File: src/rtl/retune_pkg.sv
`timescale 1ns/1ps
// Shared types and codes for the clock domain retune sequencer.
package retune_pkg;

    // Final status reported with the done pulse
    localparam logic [1:0] ST_OK          = 2'd0;
    localparam logic [1:0] ST_INVALID     = 2'd1;
    localparam logic [1:0] ST_PLL_TIMEOUT = 2'd2;
    localparam logic [1:0] ST_PLL_ERROR   = 2'd3;

    // PLL controller response codes, read together with the acknowledge
    localparam logic [1:0] RESP_OK      = 2'd0;
    localparam logic [1:0] RESP_TIMEOUT = 2'd1;

    // Sequencer phase: which kind of write is currently outstanding
    typedef enum logic [1:0] {
        PH_IDLE = 2'd0,
        PH_PLL  = 2'd1,
        PH_DIV  = 2'd2
    } phase_e;

endpackage

File: src/rtl/retune_rate_match.sv
`timescale 1ns/1ps
// Looks up a requested rate in the operating-point table.
// Assumes: slot i sits at bits [i*RATE_W +: RATE_W] of both tables; a zero
// target rate ends the live part of the table; the lowest matching slot wins.
module retune_rate_match #(
    parameter int                        NUM_VAR   = 6,
    parameter int                        RATE_W    = 16,
    parameter int                        IDX_W     = 3,
    parameter logic [NUM_VAR*RATE_W-1:0] TGT_RATES = '0,
    parameter logic [NUM_VAR*RATE_W-1:0] PLL_RATES = '0
) (
    input  logic [RATE_W-1:0] req_rate,
    output logic              hit,
    output logic [IDX_W-1:0]  hit_idx,
    output logic [RATE_W-1:0] hit_pll_rate
);

    logic [NUM_VAR-1:0] slot_live;
    logic [NUM_VAR-1:0] slot_hit;

    // Live chain: a slot is live only if it and every earlier slot are nonzero
    for (genvar i = 0; i < NUM_VAR; i++) begin : g_slot
        if (i == 0) begin : g_first
            assign slot_live[i] = (TGT_RATES[i*RATE_W +: RATE_W] != '0);
        end else begin : g_rest
            assign slot_live[i] = slot_live[i-1] &&
                                  (TGT_RATES[i*RATE_W +: RATE_W] != '0);
        end
        assign slot_hit[i] = slot_live[i] &&
                             (req_rate == TGT_RATES[i*RATE_W +: RATE_W]);
    end

    // Priority pick: scan downward so the lowest matching slot is kept
    always_comb begin
        hit          = 1'b0;
        hit_idx      = '0;
        hit_pll_rate = '0;
        for (int i = NUM_VAR - 1; i >= 0; i--) begin
            if (slot_hit[i]) begin
                hit          = 1'b1;
                hit_idx      = IDX_W'(i);
                hit_pll_rate = PLL_RATES[i*RATE_W +: RATE_W];
            end
        end
    end

endmodule

File: src/rtl/retune_div_table.sv
`timescale 1ns/1ps
// Selects the offset and divide value of one divider for one operating point.
// Assumes: offset d sits at [d*ADDR_W +: ADDR_W]; the value of slot v and
// divider d sits at [(v*NUM_DIV+d)*DIV_W +: DIV_W]; indices are in range.
module retune_div_table #(
    parameter int                                NUM_VAR  = 6,
    parameter int                                NUM_DIV  = 4,
    parameter int                                IDX_W    = 3,
    parameter int                                DIDX_W   = 2,
    parameter int                                ADDR_W   = 12,
    parameter int                                DIV_W    = 8,
    parameter logic [NUM_DIV*ADDR_W-1:0]         DIV_OFS  = '0,
    parameter logic [NUM_VAR*NUM_DIV*DIV_W-1:0]  DIV_VALS = '0
) (
    input  logic [IDX_W-1:0]  var_idx,
    input  logic [DIDX_W-1:0] div_idx,
    output logic [ADDR_W-1:0] div_ofs,
    output logic [DIV_W-1:0]  div_val
);

    // Offset mux over the divider list
    always_comb begin
        div_ofs = '0;
        for (int d = 0; d < NUM_DIV; d++) begin
            if (div_idx == DIDX_W'(d)) begin
                div_ofs = DIV_OFS[d*ADDR_W +: ADDR_W];
            end
        end
    end

    // Value mux over slot and divider
    always_comb begin
        div_val = '0;
        for (int v = 0; v < NUM_VAR; v++) begin
            for (int d = 0; d < NUM_DIV; d++) begin
                if (var_idx == IDX_W'(v) && div_idx == DIDX_W'(d)) begin
                    div_val = DIV_VALS[(v*NUM_DIV + d)*DIV_W +: DIV_W];
                end
            end
        end
    end

endmodule

File: src/rtl/retune_ctrl.sv
`timescale 1ns/1ps
// Sequencer control: accepts a request, picks the write order from the
// new and current PLL rate, steps through the writes one acknowledge at a
// time, and ends every accepted request with a done pulse and a status.
// Assumes: DIV_COUNT live dividers, indexed from 0; wr_resp is valid with wr_ack.
module retune_ctrl #(
    parameter int                RATE_W        = 16,
    parameter int                IDX_W         = 3,
    parameter int                DIDX_W        = 2,
    parameter int                DIV_COUNT     = 4,
    parameter logic [RATE_W-1:0] INIT_PLL_RATE = '0
) (
    input  logic                 clk,
    input  logic                 rst_n,
    input  logic                 req_valid,
    input  logic                 hit,
    input  logic [IDX_W-1:0]     hit_idx,
    input  logic [RATE_W-1:0]    hit_pll_rate,
    input  logic                 wr_ack,
    input  logic [1:0]           wr_resp,
    output retune_pkg::phase_e   phase,
    output logic [IDX_W-1:0]     var_idx,
    output logic [DIDX_W-1:0]    div_idx,
    output logic [RATE_W-1:0]    new_rate,
    output logic                 done,
    output logic [1:0]           done_status
);
    import retune_pkg::*;

    localparam int              LAST_DIV   = (DIV_COUNT > 0) ? DIV_COUNT - 1 : 0;
    localparam logic [DIDX_W-1:0] LAST_IDX = DIDX_W'(LAST_DIV);
    localparam bit              HAS_DIVS   = (DIV_COUNT > 0);

    phase_e              phase_q;
    logic [IDX_W-1:0]    var_q;
    logic [DIDX_W-1:0]   div_q;
    logic [RATE_W-1:0]   new_rate_q;
    logic [RATE_W-1:0]   cur_rate_q;
    logic                lower_q;
    logic                done_q;
    logic [1:0]          status_q;
    logic                going_down;

    // Direction of the change for the request being offered
    assign going_down = (hit_pll_rate < cur_rate_q);

    // Phase, indices and end-of-request reporting
    always_ff @(posedge clk) begin
        if (!rst_n) begin
            phase_q    <= PH_IDLE;
            var_q      <= '0;
            div_q      <= '0;
            new_rate_q <= '0;
            lower_q    <= 1'b0;
            done_q     <= 1'b0;
            status_q   <= ST_OK;
        end else begin
            done_q <= 1'b0;
            case (phase_q)
                PH_IDLE: begin
                    if (req_valid) begin
                        if (!hit) begin
                            done_q   <= 1'b1;
                            status_q <= ST_INVALID;
                        end else begin
                            var_q      <= hit_idx;
                            new_rate_q <= hit_pll_rate;
                            lower_q    <= going_down;
                            div_q      <= '0;
                            if (going_down || !HAS_DIVS) begin
                                phase_q <= PH_PLL;
                            end else begin
                                phase_q <= PH_DIV;
                            end
                        end
                    end
                end
                PH_PLL: begin
                    if (wr_ack) begin
                        if (wr_resp == RESP_OK) begin
                            if (lower_q && HAS_DIVS) begin
                                phase_q <= PH_DIV;
                            end else begin
                                phase_q  <= PH_IDLE;
                                done_q   <= 1'b1;
                                status_q <= ST_OK;
                            end
                        end else begin
                            phase_q  <= PH_IDLE;
                            done_q   <= 1'b1;
                            status_q <= (wr_resp == RESP_TIMEOUT) ?
                                        ST_PLL_TIMEOUT : ST_PLL_ERROR;
                        end
                    end
                end
                PH_DIV: begin
                    if (wr_ack) begin
                        if (div_q == LAST_IDX) begin
                            if (lower_q) begin
                                phase_q  <= PH_IDLE;
                                done_q   <= 1'b1;
                                status_q <= ST_OK;
                            end else begin
                                phase_q <= PH_PLL;
                            end
                        end else begin
                            div_q <= div_q + 1'b1;
                        end
                    end
                end
                default: phase_q <= PH_IDLE;
            endcase
        end
    end

    // Current PLL rate: follows only acknowledged, successful PLL writes
    always_ff @(posedge clk) begin
        if (!rst_n) begin
            cur_rate_q <= INIT_PLL_RATE;
        end else if (phase_q == PH_PLL && wr_ack && wr_resp == RESP_OK) begin
            cur_rate_q <= new_rate_q;
        end
    end

    assign phase       = phase_q;
    assign var_idx     = var_q;
    assign div_idx     = div_q;
    assign new_rate    = new_rate_q;
    assign done        = done_q;
    assign done_status = status_q;

endmodule

File: src/rtl/domain_retune_seq.sv
`timescale 1ns/1ps
// Clock domain retune sequencer top. Looks up the requested rate,
// then programs the PLL and the child dividers over one write port in an
// order that keeps every child clock from overshooting during the change.
// Assumes: RATE_W >= DIV_W; live dividers form a prefix of DIV_OFS ended by
// the first zero offset; PLL_ADDR is nonzero and distinct from divider offsets.
module domain_retune_seq #(
    parameter int NUM_VAR = 6,
    parameter int NUM_DIV = 4,
    parameter int RATE_W  = 16,
    parameter int ADDR_W  = 12,
    parameter int DIV_W   = 8,
    parameter logic [NUM_VAR*RATE_W-1:0] TGT_RATES =
        {16'd150, 16'd125, 16'd100, 16'd75, 16'd50, 16'd25},
    parameter logic [NUM_VAR*RATE_W-1:0] PLL_RATES =
        {16'd600, 16'd750, 16'd600, 16'd600, 16'd600, 16'd600},
    parameter logic [NUM_DIV*ADDR_W-1:0] DIV_OFS =
        {12'h3B0, 12'h3A0, 12'h390, 12'h380},
    parameter logic [NUM_VAR*NUM_DIV*DIV_W-1:0] DIV_VALS =
        {8'd12, 8'd8,  8'd4, 8'd4,
         8'd15, 8'd10, 8'd5, 8'd6,
         8'd12, 8'd8,  8'd4, 8'd6,
         8'd12, 8'd8,  8'd4, 8'd8,
         8'd12, 8'd8,  8'd4, 8'd12,
         8'd12, 8'd8,  8'd4, 8'd24},
    parameter logic [ADDR_W-1:0] PLL_ADDR      = 12'h030,
    parameter logic [RATE_W-1:0] INIT_PLL_RATE = 16'd600
) (
    input  logic              clk,
    input  logic              rst_n,
    input  logic              req_valid,
    input  logic [RATE_W-1:0] req_rate,
    output logic              busy,
    output logic              wr_valid,
    output logic              wr_to_pll,
    output logic [ADDR_W-1:0] wr_addr,
    output logic [RATE_W-1:0] wr_data,
    input  logic              wr_ack,
    input  logic [1:0]        wr_resp,
    output logic              done,
    output logic [1:0]        done_status
);
    import retune_pkg::*;

    localparam int IDX_W  = (NUM_VAR > 1) ? $clog2(NUM_VAR) : 1;
    localparam int DIDX_W = (NUM_DIV > 1) ? $clog2(NUM_DIV) : 1;

    // Number of dividers before the first zero offset
    function automatic int live_dividers();
        int  n;
        bit  stop;
        n    = 0;
        stop = 1'b0;
        for (int d = 0; d < NUM_DIV; d++) begin
            if (DIV_OFS[d*ADDR_W +: ADDR_W] == '0) stop = 1'b1;
            if (!stop) n++;
        end
        return n;
    endfunction

    localparam int DIV_COUNT = live_dividers();

    logic                hit;
    logic [IDX_W-1:0]    hit_idx;
    logic [RATE_W-1:0]   hit_pll_rate;
    phase_e              phase;
    logic [IDX_W-1:0]    var_idx;
    logic [DIDX_W-1:0]   div_idx;
    logic [RATE_W-1:0]   new_rate;
    logic [ADDR_W-1:0]   div_ofs;
    logic [DIV_W-1:0]    div_val;

    retune_rate_match #(
        .NUM_VAR   (NUM_VAR),
        .RATE_W    (RATE_W),
        .IDX_W     (IDX_W),
        .TGT_RATES (TGT_RATES),
        .PLL_RATES (PLL_RATES)
    ) u_match (
        .req_rate     (req_rate),
        .hit          (hit),
        .hit_idx      (hit_idx),
        .hit_pll_rate (hit_pll_rate)
    );

    retune_ctrl #(
        .RATE_W        (RATE_W),
        .IDX_W         (IDX_W),
        .DIDX_W        (DIDX_W),
        .DIV_COUNT     (DIV_COUNT),
        .INIT_PLL_RATE (INIT_PLL_RATE)
    ) u_ctrl (
        .clk          (clk),
        .rst_n        (rst_n),
        .req_valid    (req_valid),
        .hit          (hit),
        .hit_idx      (hit_idx),
        .hit_pll_rate (hit_pll_rate),
        .wr_ack       (wr_ack),
        .wr_resp      (wr_resp),
        .phase        (phase),
        .var_idx      (var_idx),
        .div_idx      (div_idx),
        .new_rate     (new_rate),
        .done         (done),
        .done_status  (done_status)
    );

    retune_div_table #(
        .NUM_VAR  (NUM_VAR),
        .NUM_DIV  (NUM_DIV),
        .IDX_W    (IDX_W),
        .DIDX_W   (DIDX_W),
        .ADDR_W   (ADDR_W),
        .DIV_W    (DIV_W),
        .DIV_OFS  (DIV_OFS),
        .DIV_VALS (DIV_VALS)
    ) u_table (
        .var_idx (var_idx),
        .div_idx (div_idx),
        .div_ofs (div_ofs),
        .div_val (div_val)
    );

    // Write port: driven from the registered phase and indices
    always_comb begin
        wr_valid  = (phase != PH_IDLE);
        wr_to_pll = (phase == PH_PLL);
        busy      = (phase != PH_IDLE);
        if (phase == PH_PLL) begin
            wr_addr = PLL_ADDR;
            wr_data = new_rate;
        end else begin
            wr_addr = div_ofs;
            wr_data = RATE_W'(div_val);
        end
    end

endmodule

File: config.mk
export PLATFORM = sky130hd
export DESIGN_NAME = domain_retune_seq
export DESIGN_NICKNAME = d
export VERILOG_FILES = /design/src/rtl/retune_pkg.sv /design/src/rtl/retune_rate_match.sv /design/src/rtl/retune_div_table.sv /design/src/rtl/retune_ctrl.sv /design/src/rtl/domain_retune_seq.sv
export SDC_FILE = /design/constraint.sdc
export NUM_CORES = 1
export LEC_CHECK = 0
export CORE_ASPECT_RATIO = 1.5
export CORE_MARGIN = 3
export CORE_UTILIZATION = 55
export DETAILED_ROUTE_END_ITERATION = 10
export DONT_BUFFER_PORTS = 1
export HOLD_SLACK_MARGIN = 0.02
export PLACE_DENSITY = 0.71
export SETUP_SLACK_MARGIN = 0.4
export SLEW_MARGIN = 40
export SYNTH_ARGS = -nofsm -noshare
export SYNTH_HDL_FRONTEND = slang
export SYNTH_SLANG_ARGS = --single-unit
File: constraint.sdc
create_clock -name clk -period 2.85 [get_ports clk]
set_clock_uncertainty 0.1 [all_clocks]
set_input_delay 0.57 -clock clk [delete_from_list [all_inputs] [get_ports clk]]
set_output_delay 0.57 -clock clk [all_outputs]
set_load 0.03 [all_outputs]
Yosys cells after proc, flatten, opt, wreduce, memory -nomap -nowiden
Index checks and enable logic that the tools add are counted.
Widths: inputs -> output; s select.
{"block": "classes", "addsub": 1, "magnitude_cmp": 1, "eq_ne": 26, "n_mux": 82, "reduce_logical": 37}
{"operator": "$mux 5", "count": 24}
{"operator": "$mux 16", "count": 6}
{"operator": "$mux 10", "count": 5}
{"operator": "$eq 16x7->1 const B", "count": 3}
{"operator": "$mux 2", "count": 20}
{"operator": "$logic_and 1x1->1", "count": 26}
{"operator": "$mux 3", "count": 6}
{"operator": "$eq 16x5->1 const B", "count": 1}
{"operator": "$eq 16x6->1 const B", "count": 1}
{"operator": "$eq 16x8->1 const B", "count": 1}
{"operator": "$lt 16x16->1", "count": 1}
{"operator": "$mux 1", "count": 16}
{"operator": "$mux 12", "count": 1}
{"operator": "$pmux 2 s3", "count": 2}
{"operator": "$reduce_and 5->1", "count": 2}
{"operator": "$ne 2x1->1 const B", "count": 4}
{"operator": "$ne 2x2->1 const B", "count": 4}
{"operator": "$reduce_and 8->1", "count": 1}
{"operator": "$eq 2x1->1 const B", "count": 3}
{"operator": "$eq 2x2->1 const B", "count": 3}
{"operator": "$eq 3x2->1 const B", "count": 2}
{"operator": "$eq 3x3->1 const B", "count": 2}
{"operator": "$logic_not 2->1", "count": 3}
{"operator": "$pmux 2 s2", "count": 1}
{"operator": "other kinds (8)", "count": 9}
{"block": "totals", "ff_bits": 43, "inputBits": 22, "out_inout_bits": 34}

Longest topological paths before layout
Gate-level depths: netlist of the first run.
{"block": "logic_depth", "word_depth": 27, "ltp_mapped": 13, "mapped_depth_nobuf": 13}

Modules after synthesis
A second synthesis of the first run with hierarchy kept.
{"block": "unflattened", "hier_cells": 381, "hier_area_um2": 2916.5}
{"module": "retune_ctrl", "instances": 1, "cells_per_inst": 266, "area_each_um2": 2125.8}
{"module": "retune_rate_match", "instances": 1, "cells_per_inst": 50, "area_each_um2": 319.1}
{"module": "domain_retune_seq", "instances": 1, "cells_per_inst": 34, "area_each_um2": 270.3}
{"module": "retune_div_table", "instances": 1, "cells_per_inst": 31, "area_each_um2": 201.4}

Worst setup path after synthesis of the first run
OpenSTA, ideal clock, no wires.
{"block": "synth_path", "path_type": "register to output", "from": "register u_ctrl.phase_q[1] (netlist: u_ctrl.phase[1])", "to": "output wr_data[2]", "arrival_ns": 2.158, "required_time_ns": 2.180, "path_slack_ns": 0.022, "stages_incl_launch_ff": 5, "path_cell_list": "dfxtp_1 > inv_1 > ha_1 > clkbuf_1 > o41ai_1"}
{"block": "synth_between", "elab_chain_cells": 2}
{"element": "start: declaration", "line": "retune_ctrl.sv:34", "rtl": "phase_e phase_q;"}
{"element": "start signal: assignment", "line": "retune_ctrl.sv:50", "rtl": "phase_q <= PH_IDLE;"}
{"element": "start signal: assignment", "line": "retune_ctrl.sv:71", "rtl": "phase_q <= PH_PLL;"}
{"element": "start signal: assignment", "line": "retune_ctrl.sv:73", "rtl": "phase_q <= PH_DIV;"}
{"element": "$eq 2x1->1"}
{"element": "via wr_to_pll", "line": "domain_retune_seq.sv:35", "rtl": "output logic wr_to_pll,"}
{"element": "$mux 16", "line": "domain_retune_seq.sv:130", "rtl": "if (phase == PH_PLL) begin"}
{"element": "end: declaration", "line": "domain_retune_seq.sv:37", "rtl": "output logic [RATE_W-1:0] wr_data,"}
The timed path passes the listed nets, and every way through them passes these cells.

Worst setup path after layout of the first run
{"block": "layout_path", "from": "register u_ctrl.div_q[0] (netlist: u_ctrl.div_idx[0])", "to": "output wr_data[1]"}
{"block": "layout_between", "elab_chain_cells": 26}
{"element": "start: declaration", "line": "retune_ctrl.sv:36", "rtl": "logic [DIDX_W-1:0] div_q;"}
{"element": "start signal: assignment", "line": "retune_ctrl.sv:107", "rtl": "div_q <= div_q + 1'b1;"}
{"element": "$eq 2x1->1", "line": "retune_div_table.sv:36", "rtl": "if (var_idx == IDX_W'(v) && div_idx == DIDX_W'(d)) begin"}
{"element": "$logic_and 1x1->1", "line": "retune_div_table.sv:36"}
{"element": "$mux 5 (22 in series)", "line": "retune_div_table.sv:36"}
{"element": "$mux 5 (*)", "line": "retune_div_table.sv:36"}
{"element": "$mux 16 (*)", "line": "domain_retune_seq.sv:130"}
Every way passes the cells marked *; elsewhere a longest branch is shown, timed or not.

==> impl_metrics.env, run 1 <==
export IMPL_synth_edf_count=0
export IMPL_timing_hold_worst_class="in2reg"
export IMPL_setup_worst_path_end_class="output pin"
export IMPL_n_fill_cell=232
export IMPL_finalPower_uw=480.2
export IMPL_h_tree_depth=1
export IMPL_yosys_cell_types_count=52
export IMPL_layout_worst_path_cycle_share_pct=88.77
export IMPL_vias_in_the_first_global_route=1491
export IMPL_drt_initial_drc_count=46
export IMPL_cp_data_arrival_time_ns=1.86
export IMPL_worst_skew_pair_late_latency_ns=0.25
export IMPL_insertedDiodeCount=0
export IMPL_synth_seq_area_share_pct=20.48
export IMPL_maxClockFrequency_ghz=0.3953
export IMPL_grt_first_pass_wirelength_mm=6.285
export IMPL_run_status="completed"
export IMPL_final_layout_size_suffix_gt1_share_pct=26.50
export IMPL_synthArstFlopShare_pct=0
export IMPL_ioPinCount=56
export IMPL_worst_setup_hold_path_clk_slew_ns=0.07
export IMPL_final_setup_viol_count=0
export IMPL_synth_top_area_cell="dfxtp_1"
export IMPL_vdd_drop_max_v=0.0002608
export IMPL_report_final_slew_viol_count=0
export IMPL_r2r_start="u_ctrl.phase[0]"
export IMPL_cp_data_required_time_ns=2.18
export IMPL_wirelength_mm=4.008
export IMPL_fp_dieH_um=73.32
export IMPL_hold_end="u_ctrl.cur_rate_q[6]"
export IMPL_regToRegEndpoint="u_ctrl.phase[1]"
export IMPL_rsz_0062_raised_after_global_routing="true"
export IMPL_grt_overflow=0
export IMPL_post_dp_hpwl_mm=2.958
export IMPL_synthToLayoutAreaGrowth_pct=19.35
export IMPL_netlist_instances=220
export IMPL_synth_top_area_share_pct=20.48
export IMPL_power_leakage_uw=0.0008702
export IMPL_criticalPathCategory="reg2out"
export IMPL_place_congestion=0.9296
export IMPL_firstDrtPassIters=4
export IMPL_dr_total_vias=1549
export IMPL_final_number_of_hold_violating_endpoints=0
export IMPL_final_seq_area_um2=347.8
export IMPL_synth_area_leaders="dfxtp_1 20%, ha_1 9.8%, buf_4 8.6%, nand2_1 7.9%, inv_1 3.4%"
export IMPL_period_minus_slack_ns=2.530
export IMPL_clock_tree_from_tritoncts="yes"
export IMPL_cts_sink_count=17
export IMPL_max_slew_margin_rel_pct=67.21
export IMPL_global_route_usage_total_pct=21.57
export IMPL_reg2reg_setup_slack_ns=0.83
export IMPL_tritoncts_num_buffers=3
export IMPL_finalSetupTns_ns=0
export IMPL_detail_route_antenna_nets=0
export IMPL_p_per_area_nw_per_um2=242.1
export IMPL_max_cap_violations=0
export IMPL_startpoint_of_the_lowest_slack_hold_path="rst_n"
export IMPL_drcViolationCount=0
export IMPL_core_box_area_um2=2791
export IMPL_nets=270
export IMPL_multi_input_comb_area_um2=1303
export IMPL_reg2reg_depth=8
export IMPL_critical_path_peak_fanout=4
export IMPL_synth_area_per_cell_um2=7.553
export IMPL_synth_cell_area_um2=1662
export IMPL_die_x_um=50.88
export IMPL_wire_per_inst_um=14.79
export IMPL_floorplan_initialDensity_pct=59.52
export IMPL_drt_vias_per_instance=5.716
export IMPL_placement_io_buffers=0
export IMPL_synthesis_yosys_warnings=0
export IMPL_floorplan_die_area_um2=3730
export IMPL_postSynth_topFlopCell="dfxtp_1"
export IMPL_max_slew_worst_pin_slew_ns=0.4795
export IMPL_critical_path_startpoint_type="flip-flop"
export IMPL_antenna_violations_before_repair=0
export IMPL_hold_path_depth=1
export IMPL_yosys_register_bits=17
export IMPL_grt_start_max_net_pins=25
export IMPL_cts_hold_buf=0
export IMPL_clock_root_buffer="clkbuf_8"
export IMPL_fp_row_count=23
export IMPL_clock_path_buffers=2
-- critical path, stage by stage, from the launching register on --
cell and delay (ns):
dfxtp_4 0.40, inv_4 0.06, ha_4 0.18, buf_6 0.12
nor3_4 0.11, nand4_1 0.12, o21a_1 0.15, o31ai_2 0.26
buf_4 0.21
-- logic make-up (layout without fill, tap and decap cells) --
group / count (synthesis) / in the layout / share of synthesized area (%)
other: 1 / 14 / 0.2257
adder cells (fa/ha/maj): 13 / 13 / 9.789
flip-flops: 17 / 17 / 20.48
AO/OA/AOI/OAI: 53 / 53 / 23.65
multiplexers: 4 / 4 / 2.410
buffers and inverters: 41 / 42 / 13.70
AND/OR/NAND/NOR: 91 / 91 / 29.74
-- Yosys cell counts (2+ instances only) --
library cell  count
nor3b_1           2
o31ai_1           3
ha_1             13
nand2_1          35
dfxtp_1          17
nor4_1            2
nand4bb_1         2
and4b_1           3
o41ai_1           2
clkbuf_1          5
nor2_1           11
o21a_1            7
a2111oi_0         2
inv_1            15
a21oi_1           9
nor3_1            4
o211ai_1          2
mux2i_1           4
o21ai_0          10
and2_1            3
o2111ai_1         2
nand3_1           6
buf_4            19
nand4_1           4
buf_2             2
a21o_1            2
and3_1            3
nand2b_1          2
nor2b_1           6
-- flip-flops by register name (all words and copies together), names as in the netlist --
| register | cells |
|---|---|
| u_ctrl.done | 1 |
| u_ctrl.phase | 2 |
| u_ctrl.cur_rate_q | 3 |
| u_ctrl.lower_q | 1 |
| u_ctrl.div_idx | 2 |
| u_ctrl.done_status | 2 |
| u_ctrl.var_idx | 3 |
| u_ctrl.new_rate | 3 |
-- where the power goes --
group	total (µW)	internal, µW	switching, µW
sequential	243	238	5.07
combinational	51.8	14.3	37.5
clock	186	97.1	88.7
-- cell usage in the layout, fill, tap and decap left out, types with 4 or more instances in the layout --
master   instances
nor2_1          10
inv_1           12
ha_1             8
nand2_1         34
nand3_1          6
mux2i_1          4
conb_1          14
buf_4           22
nor2b_1          4
o21a_1           7
nand4_1          4
dfxtp_1         15
a21oi_1          7
o21ai_0          7
-- routing by layer --
layer / GRT usage [%] / part of all wire (%) / vias to the layer above
met5: 0 / 0 / -
met4: 9.281 / 1.5 / 0
met3: 3.854 / 4.8 / 6
met2: 40.84 / 55 / 41
met1: 22.84 / 39 / 719
li1: - / - / 783
-- final cells by class --
cell class / count / share of cell area (%)
flip-flops and latches: 17 / 17.54
multi-input cells: 175 / 65.68
inverters: 15 / 3.218
clock buffers: 3 / 2.082
well taps: 37 / 2.334
clock inverters: 1 / 0.2524
repair buffers: 23 / 8.896
-- worst max path at each step --
stage,start,to,cells past startpoint
finish,u_ctrl.div_idx[0],wr_data[1],8
global route,req_rate[10],u_ctrl.phase[1],12
CTS,req_rate[9],u_ctrl.phase[1],12
detailed placement,req_rate[10],u_ctrl.phase[1],12
global placement,req_rate[10],u_ctrl.phase[1],12
floorplan,req_rate[10],u_ctrl.phase[1],12
-- through the flow --
step | util [%] | setup WS (ns) | cells | instance area (µm²) | hold slack, ns
6_report | 71.04 | 0.3202 | 271 | 1983 | 0.3154
4_1_cts | 66.29 | 0.3502 | 265 | 1851 | 0.3074
2_1_floorplan | - | 0.2014 | 233 | 1739 | 0.3490
3_3_place_gp | 61.32 | 0.08731 | 257 | 1712 | 0.3668
5_1_grt | 71.04 | 0.1798 | 271 | 1983 | 0.3113
3_5_place_dp | 61.32 | 0.02859 | 257 | 1712 | 0.3832
-- timing repair --
action / CTS / global route
resized for setup: 20 / 21
setup buffers: 4 / 6
setup endpoints to repair: 6 / 7
pin swaps: 6 / 9
cloned: 0 / 0
(Power assumes the default switching activity.)
==> run 2: changes to the inputs <==
--- a/config.mk
+++ b/config.mk
@@ -11,7 +11,8 @@
 export DETAILED_ROUTE_END_ITERATION = 10
 export DONT_BUFFER_PORTS = 1
 export HOLD_SLACK_MARGIN = 0.02
-export PLACE_DENSITY = 0.71
+export PLACE_DENSITY = 0.68
+export RECOVER_POWER = 50
 export SETUP_SLACK_MARGIN = 0.4
 export SLEW_MARGIN = 40
 export SYNTH_ARGS = -nofsm -noshare
==> constraint.sdc (replaced) <==
create_clock -name clk -period 3.05 [get_ports clk]
set_clock_uncertainty 0.1 [all_clocks]
set_input_delay 0.61 -clock clk [delete_from_list [all_inputs] [get_ports clk]]
set_output_delay 0.61 -clock clk [all_outputs]
set_load 0.03 [all_outputs]
==> impl_metrics.env, run 2 (same netlist as run 1, synthesis figures left out) <==
export IMPL_critical_path_peak_fanout=3
export IMPL_worst_hold_slack_ns=0.3549
export IMPL_most_frequent_standard_cell_in_the_layout_excluding_fill_and_tap_cells="nand2_1"
export IMPL_wire_per_inst_um=15.05
export IMPL_grt_start_max_net_pins=25
export IMPL_antenna_violations_before_repair=0
export IMPL_p_per_area_nw_per_um2=253.0
export IMPL_internal_power_uw=326.8
export IMPL_period_minus_slack_ns=2.617
export IMPL_clkPwrFrac_pct=37.9
export IMPL_drt_initial_drc_count=48
export IMPL_met1_usage_pct=22.65
export IMPL_cts_hold_buf=0
export IMPL_r2r_start="u_ctrl.phase[0]"
export IMPL_insertedDiodeCount=0
export IMPL_cp_data_required_time_ns=3.10
export IMPL_global_route_usage_met2_pct=41.72
export IMPL_wirelength_mm=3.913
export IMPL_max_slew_margin_rel_pct=60.09
export IMPL_tritoncts_num_buffers=3
export IMPL_utilization_pct=62.93
export IMPL_criticalPathCategory="in2reg"
export IMPL_combPwrFrac_pct=10.6
export IMPL_drt_vias_per_instance=5.931
export IMPL_sequentialPowerShare_pct=51.4
export IMPL_hold_end="u_ctrl.cur_rate_q[6]"
export IMPL_final_seq_area_um2=342.8
export IMPL_final_setup_viol_count=0
export IMPL_timing_hold_worst_class="in2reg"
export IMPL_cts_sink_count=17
export IMPL_max_slew_worst_pin_slew_ns=0.5987
export IMPL_grt_overflow=0
export IMPL_maxClockFrequency_ghz=0.3821
export IMPL_finalSetupTns_ns=0
export IMPL_path_buf_inv=0
export IMPL_n_fill_cell=266
export IMPL_final_number_of_hold_violating_endpoints=0
export IMPL_synthToLayoutAreaGrowth_pct=5.723
export IMPL_regToRegEndpoint="u_ctrl.done_status[0]"
export IMPL_place_congestion=0.8885
export IMPL_critical_path_cell_chain="nor4_4, nand2_1, o41ai_2, nand2_1, o31ai_1, ha_1, nor2b_1, o21a_1, o21a_1, o21ai_1, a21oi_1, a21o_1"
export IMPL_die_x_um=50.88
export IMPL_finalPower_uw=444.4
export IMPL_nets=259
export IMPL_placement_io_buffers=0
export IMPL_core_box_area_um2=2791
export IMPL_critical_path_slowest_cell="nor4_4"
export IMPL_multi_input_comb_area_um2=1186
export IMPL_firstDrtPassIters=4
export IMPL_startpoint_of_the_lowest_slack_hold_path="rst_n"
export IMPL_critPathTopFamily="compound AO/OA/AOI/OAI gates"
export IMPL_vias_in_the_first_global_route=1521
export IMPL_place_worst_setup_slack_ns=0.1290
export IMPL_worst_skew_pair_late_latency_ns=0.25
export IMPL_post_dp_hpwl_mm=3.095
export IMPL_floorplan_initialDensity_pct=59.52
export IMPL_grt_first_pass_wirelength_mm=6.320
export IMPL_critical_path_startpoint_type="input port"
export IMPL_report_final_slew_viol_count=0
export IMPL_busiest_layer="met2"
export IMPL_run_status="completed"
export IMPL_drcViolationCount=0
export IMPL_ioPinCount=56
export IMPL_power_leakage_uw=0.0007533
export IMPL_p_switching_uw=117.5
export IMPL_clock_path_buffers=2
export IMPL_most_common_layout_cells="35 x nand2_1, 15 x dfxtp_1, 14 x inv_1, 14 x conb_1, 11 x nor2_1"
export IMPL_clock_tree_from_tritoncts="yes"
export IMPL_dr_total_vias=1542
export IMPL_fp_row_count=23
export IMPL_hold_path_depth=1
export IMPL_worst_setup_hold_path_clk_slew_ns=0.07
export IMPL_reg2reg_depth=8
export IMPL_reg2reg_setup_slack_ns=0.73
export IMPL_setup_worst_path_end_class="flip-flop"
export IMPL_clock_root_buffer="clkbuf_8"
export IMPL_slowest_delay_ns=0.31
export IMPL_grt_util_met3_pct=4.665
export IMPL_max_cap_violations=0
export IMPL_vdd_drop_max_v=0.0001761
export IMPL_setup_slack_ns=0.4331
export IMPL_cp_data_arrival_time_ns=2.67
export IMPL_rsz_0062_raised_after_global_routing="true"
export IMPL_layout_worst_path_cycle_share_pct=85.80
export IMPL_detail_route_antenna_nets=0
export IMPL_fp_dieH_um=73.32
export IMPL_final_layout_size_suffix_gt1_share_pct=14.80
export IMPL_global_route_usage_total_pct=21.51
export IMPL_power_switching_fraction_pct=26.44
export IMPL_h_tree_depth=1
export IMPL_floorplan_die_area_um2=3730
## run 2: changes by cell type in the layout (fill, tap and decap cells not counted), sizes merged
cell    delta
buf       -14
clkbuf     +3
## run 2: how the worst max path moves through the flow
stage,from,end,slack [ns],depth (start not counted)
finish,req_rate[10],u_ctrl.phase[1],0.43,12
global placement,req_rate[10],u_ctrl.phase[1],0.25,12
global route,req_rate[1],u_ctrl.phase[1],0.29,10
floorplan,req_rate[10],u_ctrl.phase[1],0.36,12
detailed placement,req_rate[10],u_ctrl.phase[1],0.13,12
CTS,req_rate[9],u_ctrl.phase[1],0.40,12
## run 2: routing by layer
layer	vias to the layer above	wire, µm	part of all wire (%)
li1	757	-	-
met1	722	1442	37
met2	57	2187	56
met3	6	231	5.9
met4	0	52	1.3
met5	-	0	0
## run 2: repair_timing
action	in CTS	in global routing
pin swaps	3	1
gates resized for setup	7	7
buffers inserted	0	2
endpoints found under the setup margin	2	7
hold endpoints to repair	0	0
## run 2: area by class of cell
class                           count  share of cell area (%)
Multi-Input combinational cell    175                   67.52
Sequential cell                    17                   19.52
Timing Repair Buffer               12                   4.487
Inverter                           15                   3.205
Tap cell                           37                   2.635
Clock buffer                        3                   2.350
Clock inverter                      1                  0.2849
## run 2: power by group through the flow
stage               combinational, µW  clock, µW  sequential (µW)
floorplan                        59.3          0              233
global placement                 44.9          0              234
detailed placement               46.1          0              234
CTS                              46.2        177              228
global route                     51.2        183              229
finish                           47.3        169              228
## run 2: worst register-to-register path: stages (launching register included)
cell and delay [ns]:
dfxtp_1 0.41, inv_1 0.10, ha_1 0.30, inv_1 0.08, buf_4 0.24, nor2_1 0.11, a2111oi_0 0.55, o21ai_2 0.16
mux2i_1 0.15
## run 2: per-stage QoR
stage	instance area (µm²)	std cells
2_1_floorplan	1734	233
3_3_place_gp	1684	254
3_5_place_dp	1684	254
4_1_cts	1753	258
5_1_grt	1757	260
6_report	1757	260
==> run 3: changes to the inputs <==
--- a/config.mk
+++ b/config.mk
@@ -17,4 +17,5 @@
 export SLEW_MARGIN = 40
 export SYNTH_ARGS = -nofsm -noshare
 export SYNTH_HDL_FRONTEND = slang
+export SYNTH_HIERARCHICAL = 1
 export SYNTH_SLANG_ARGS = --single-unit
==> impl_metrics.env, run 3 <==
export IMPL_run_status="completed"
export IMPL_grt_start_max_net_pins=30
export IMPL_sequentialPowerShare_pct=51.6
export IMPL_synthToLayoutAreaGrowth_pct=6.178
export IMPL_yosysMostFrequentCell="nand2_1"
export IMPL_report_final_slew_viol_count=0
export IMPL_floorplan_die_area_um2=6230
export IMPL_die_x_um=65.46
export IMPL_wirelength_mm=6.423
export IMPL_synth_area_per_cell_um2=7.655
export IMPL_synth_common_cells="79 x nand2_1, 48 x a21oi_1, 43 x dfxtp_1, 28 x buf_4, 22 x inv_1"
export IMPL_synthesis_yosys_warnings=6
export IMPL_slowest_delay_ns=0.49
export IMPL_internal_power_uw=848.7
export IMPL_synth_seq_area_share_pct=29.52
export IMPL_rsz_0062_raised_after_global_routing="true"
export IMPL_vdd_drop_max_v=0.0003307
export IMPL_fp_dieH_um=95.19
export IMPL_place_congestion=0.8382
export IMPL_setup_worst_path_end_class="flip-flop"
export IMPL_clock_path_buffers=2
export IMPL_ioPinCount=56
export IMPL_fp_row_count=31
export IMPL_h_tree_depth=2
export IMPL_most_frequent_standard_cell_in_the_layout_excluding_fill_and_tap_cells="nand2_1"
export IMPL_period_minus_slack_ns=2.698
export IMPL_drt_initial_drc_count=143
export IMPL_tritoncts_num_buffers=5
export IMPL_synth_top_area_cell="dfxtp_1"
export IMPL_detail_route_antenna_nets=0
export IMPL_grt_first_pass_wirelength_mm=10.17
export IMPL_cts_hold_buf=0
export IMPL_worst_hold_slack_ns=0.3002
export IMPL_max_cap_violations=0
export IMPL_global_route_usage_total_pct=20.69
export IMPL_grt_overflow=0
export IMPL_critical_path_peak_fanout=6
export IMPL_drt_vias_per_instance=5.435
export IMPL_placement_io_buffers=0
export IMPL_dr_total_vias=2397
export IMPL_drcViolationCount=0
export IMPL_clock_root_buffer="clkbuf_8"
export IMPL_place_worst_setup_slack_ns=0.008743
export IMPL_most_common_layout_cells="79 x nand2_1, 45 x a21oi_1, 43 x dfxtp_1"
export IMPL_cp_data_required_time_ns=3.17
export IMPL_synth_area_leaders="dfxtp_1 30%, nand2_1 10%, ha_1 8.6%, a21oi_1 8.2%, buf_4 7.2%"
export IMPL_setup_slack_ns=0.3520
export IMPL_finalSetupTns_ns=0
export IMPL_p_per_area_nw_per_um2=354.2
export IMPL_nets=416
export IMPL_floorplan_initialDensity_pct=58.74
export IMPL_vias_in_the_first_global_route=2226
export IMPL_p_switching_uw=248.2
export IMPL_critical_path_slowest_cell="or4_4"
export IMPL_yosys_cell_types_count=53
export IMPL_cts_sink_count=43
export IMPL_worst_skew_pair_late_latency_ns=0.29
export IMPL_insertedDiodeCount=0
export IMPL_core_box_area_um2=4965
export IMPL_max_slew_worst_pin_slew_ns=0.9290
export IMPL_clkPwrFrac_pct=41.8
export IMPL_critical_path_startpoint_type="input port"
export IMPL_max_slew_margin_rel_pct=38.08
export IMPL_synth_top_area_share_pct=29.52
export IMPL_critical_path_cell_chain="nand3b_1, or4_4, a31o_4, a21oi_4, buf_12, ha_4, o21ai_2, a21oi_2, a2111o_1, o32ai_2"
export IMPL_antenna_violations_before_repair=0
export IMPL_synth_edf_count=0
export IMPL_power_leakage_uw=0.001152
export IMPL_cp_data_arrival_time_ns=2.82
export IMPL_firstDrtPassIters=4
export IMPL_postSynth_topFlopCell="dfxtp_1"
export IMPL_layout_worst_path_cycle_share_pct=88.46
export IMPL_n_fill_cell=474
export IMPL_power_switching_fraction_pct=22.63
export IMPL_criticalPathCategory="in2reg"
export IMPL_synthArstFlopShare_pct=0
export IMPL_yosys_register_bits=43
export IMPL_post_dp_hpwl_mm=4.447
export IMPL_clock_tree_from_tritoncts="yes"
export IMPL_combPwrFrac_pct=6.5
export IMPL_timing_hold_worst_class="in2reg"
export IMPL_worst_setup_hold_path_clk_slew_ns=0.09
export IMPL_maxClockFrequency_ghz=0.3706
export IMPL_synth_cell_area_um2=2917
export IMPL_final_layout_size_suffix_gt1_share_pct=12.80
export IMPL_finalPower_uw=1097
export IMPL_final_setup_viol_count=0
export IMPL_netlist_instances=381
export IMPL_final_number_of_hold_violating_endpoints=0
export IMPL_wire_per_inst_um=14.56
run 3: changes by cell type in the layout (fill, tap and decap cells not counted), sizes merged, moves of 6 or more:
cell / previous run / this run
nand2: 35 / 79
nor2b: 6 / 18
inv: 15 / 22
dfxtp: 17 / 43
conb: 14 / 21
a21oi: 10 / 48
o21a: 7 / 1
mux2: 0 / 8
ha: 13 / 20
and2: 3 / 9
run 3: logic make-up after synthesis:
kind of cell,after synthesis,share of synthesized area [%]
fa+ha+maj,20,8.580
simple gates,160,28.10
compound gates,76,16.09
buf+inv,67,12.87
mux,12,4.462
flops,43,29.52
other cells,3,0.3861
run 3: per-layer routing:
metal | GRT usage (%) | vias up | routed length, µm
li1 | - | 1226 | -
met1 | 23.83 | 1109 | 2635
met2 | 38.04 | 58 | 3429
met3 | 4.127 | 4 | 306
met4 | 6.055 | 0 | 52
met5 | 0 | - | 0
run 3: cell type report:
type                            instances  area, µm²  area share (%)
Inverter                               22      82.58           2.667
Multi-Input combinational cell        290       1838           59.35
Clock inverter                          2      35.03           1.131
Clock buffer                            6      82.58           2.667
Tap cell                               66      82.58           2.667
Sequential cell                        43      860.8           27.80
Timing Repair Buffer                   12      115.1           3.717
run 3: critical path: cells and delay by family:
| family | cells | cell delay (ns) |
|---|---|---|
| and+or+nand+nor | 2 | 0.65 |
| buffers and inverters | 1 | 0.14 |
| AOI/OAI and AO/OA | 6 | 1.21 |
| adders and majority gates | 1 | 0.20 |
run 3: power groups by stage:
stage	clock network, µW	registers, µW	logic (µW)
2_1_floorplan	0	580	79.7
4_1_cts	467	566	68.4
3_3_place_gp	0	580	67.8
3_5_place_dp	0	580	68.0
6_report	459	566	71.8
5_1_grt	497	567	78.6
run 3: timing repair:
| action | in CTS | in global routing |
|---|---|---|
| gates cloned | 0 | 1 |
| gates resized for setup | 1 | 8 |
| setup endpoints to repair | 3 | 9 |
| pin swaps | 3 | 2 |
| buffers inserted | 3 | 0 |
run 3: worst paths after layout:
check | slack [ns] | from | to | cells past startpoint
worst min-delay path | 0.30 | rst_n | u_ctrl/cur_rate_q[9] | 1
worst min register to register | 0.36 | u_ctrl/cur_rate_q[13] | u_ctrl/cur_rate_q[13] | 2
worst max register to register | 0.89 | u_ctrl/phase[1] | u_ctrl/done_status[1] | 7
worst max-delay path | 0.35 | req_rate[1] | u_ctrl/phase[0] | 10
run 3: metrics by stage:
| step | instances | utilization [%] | instance area, µm² |
|---|---|---|---|
| 6_report | 441 | 62.37 | 3097 |
| 5_1_grt | 441 | 62.37 | 3097 |
| 4_1_cts | 440 | 61.54 | 3055 |
| 3_5_place_dp | 429 | 58.22 | 2890 |
| 3_3_place_gp | 429 | 58.22 | 2890 |
| 2_1_floorplan | 399 | - | 3029 |
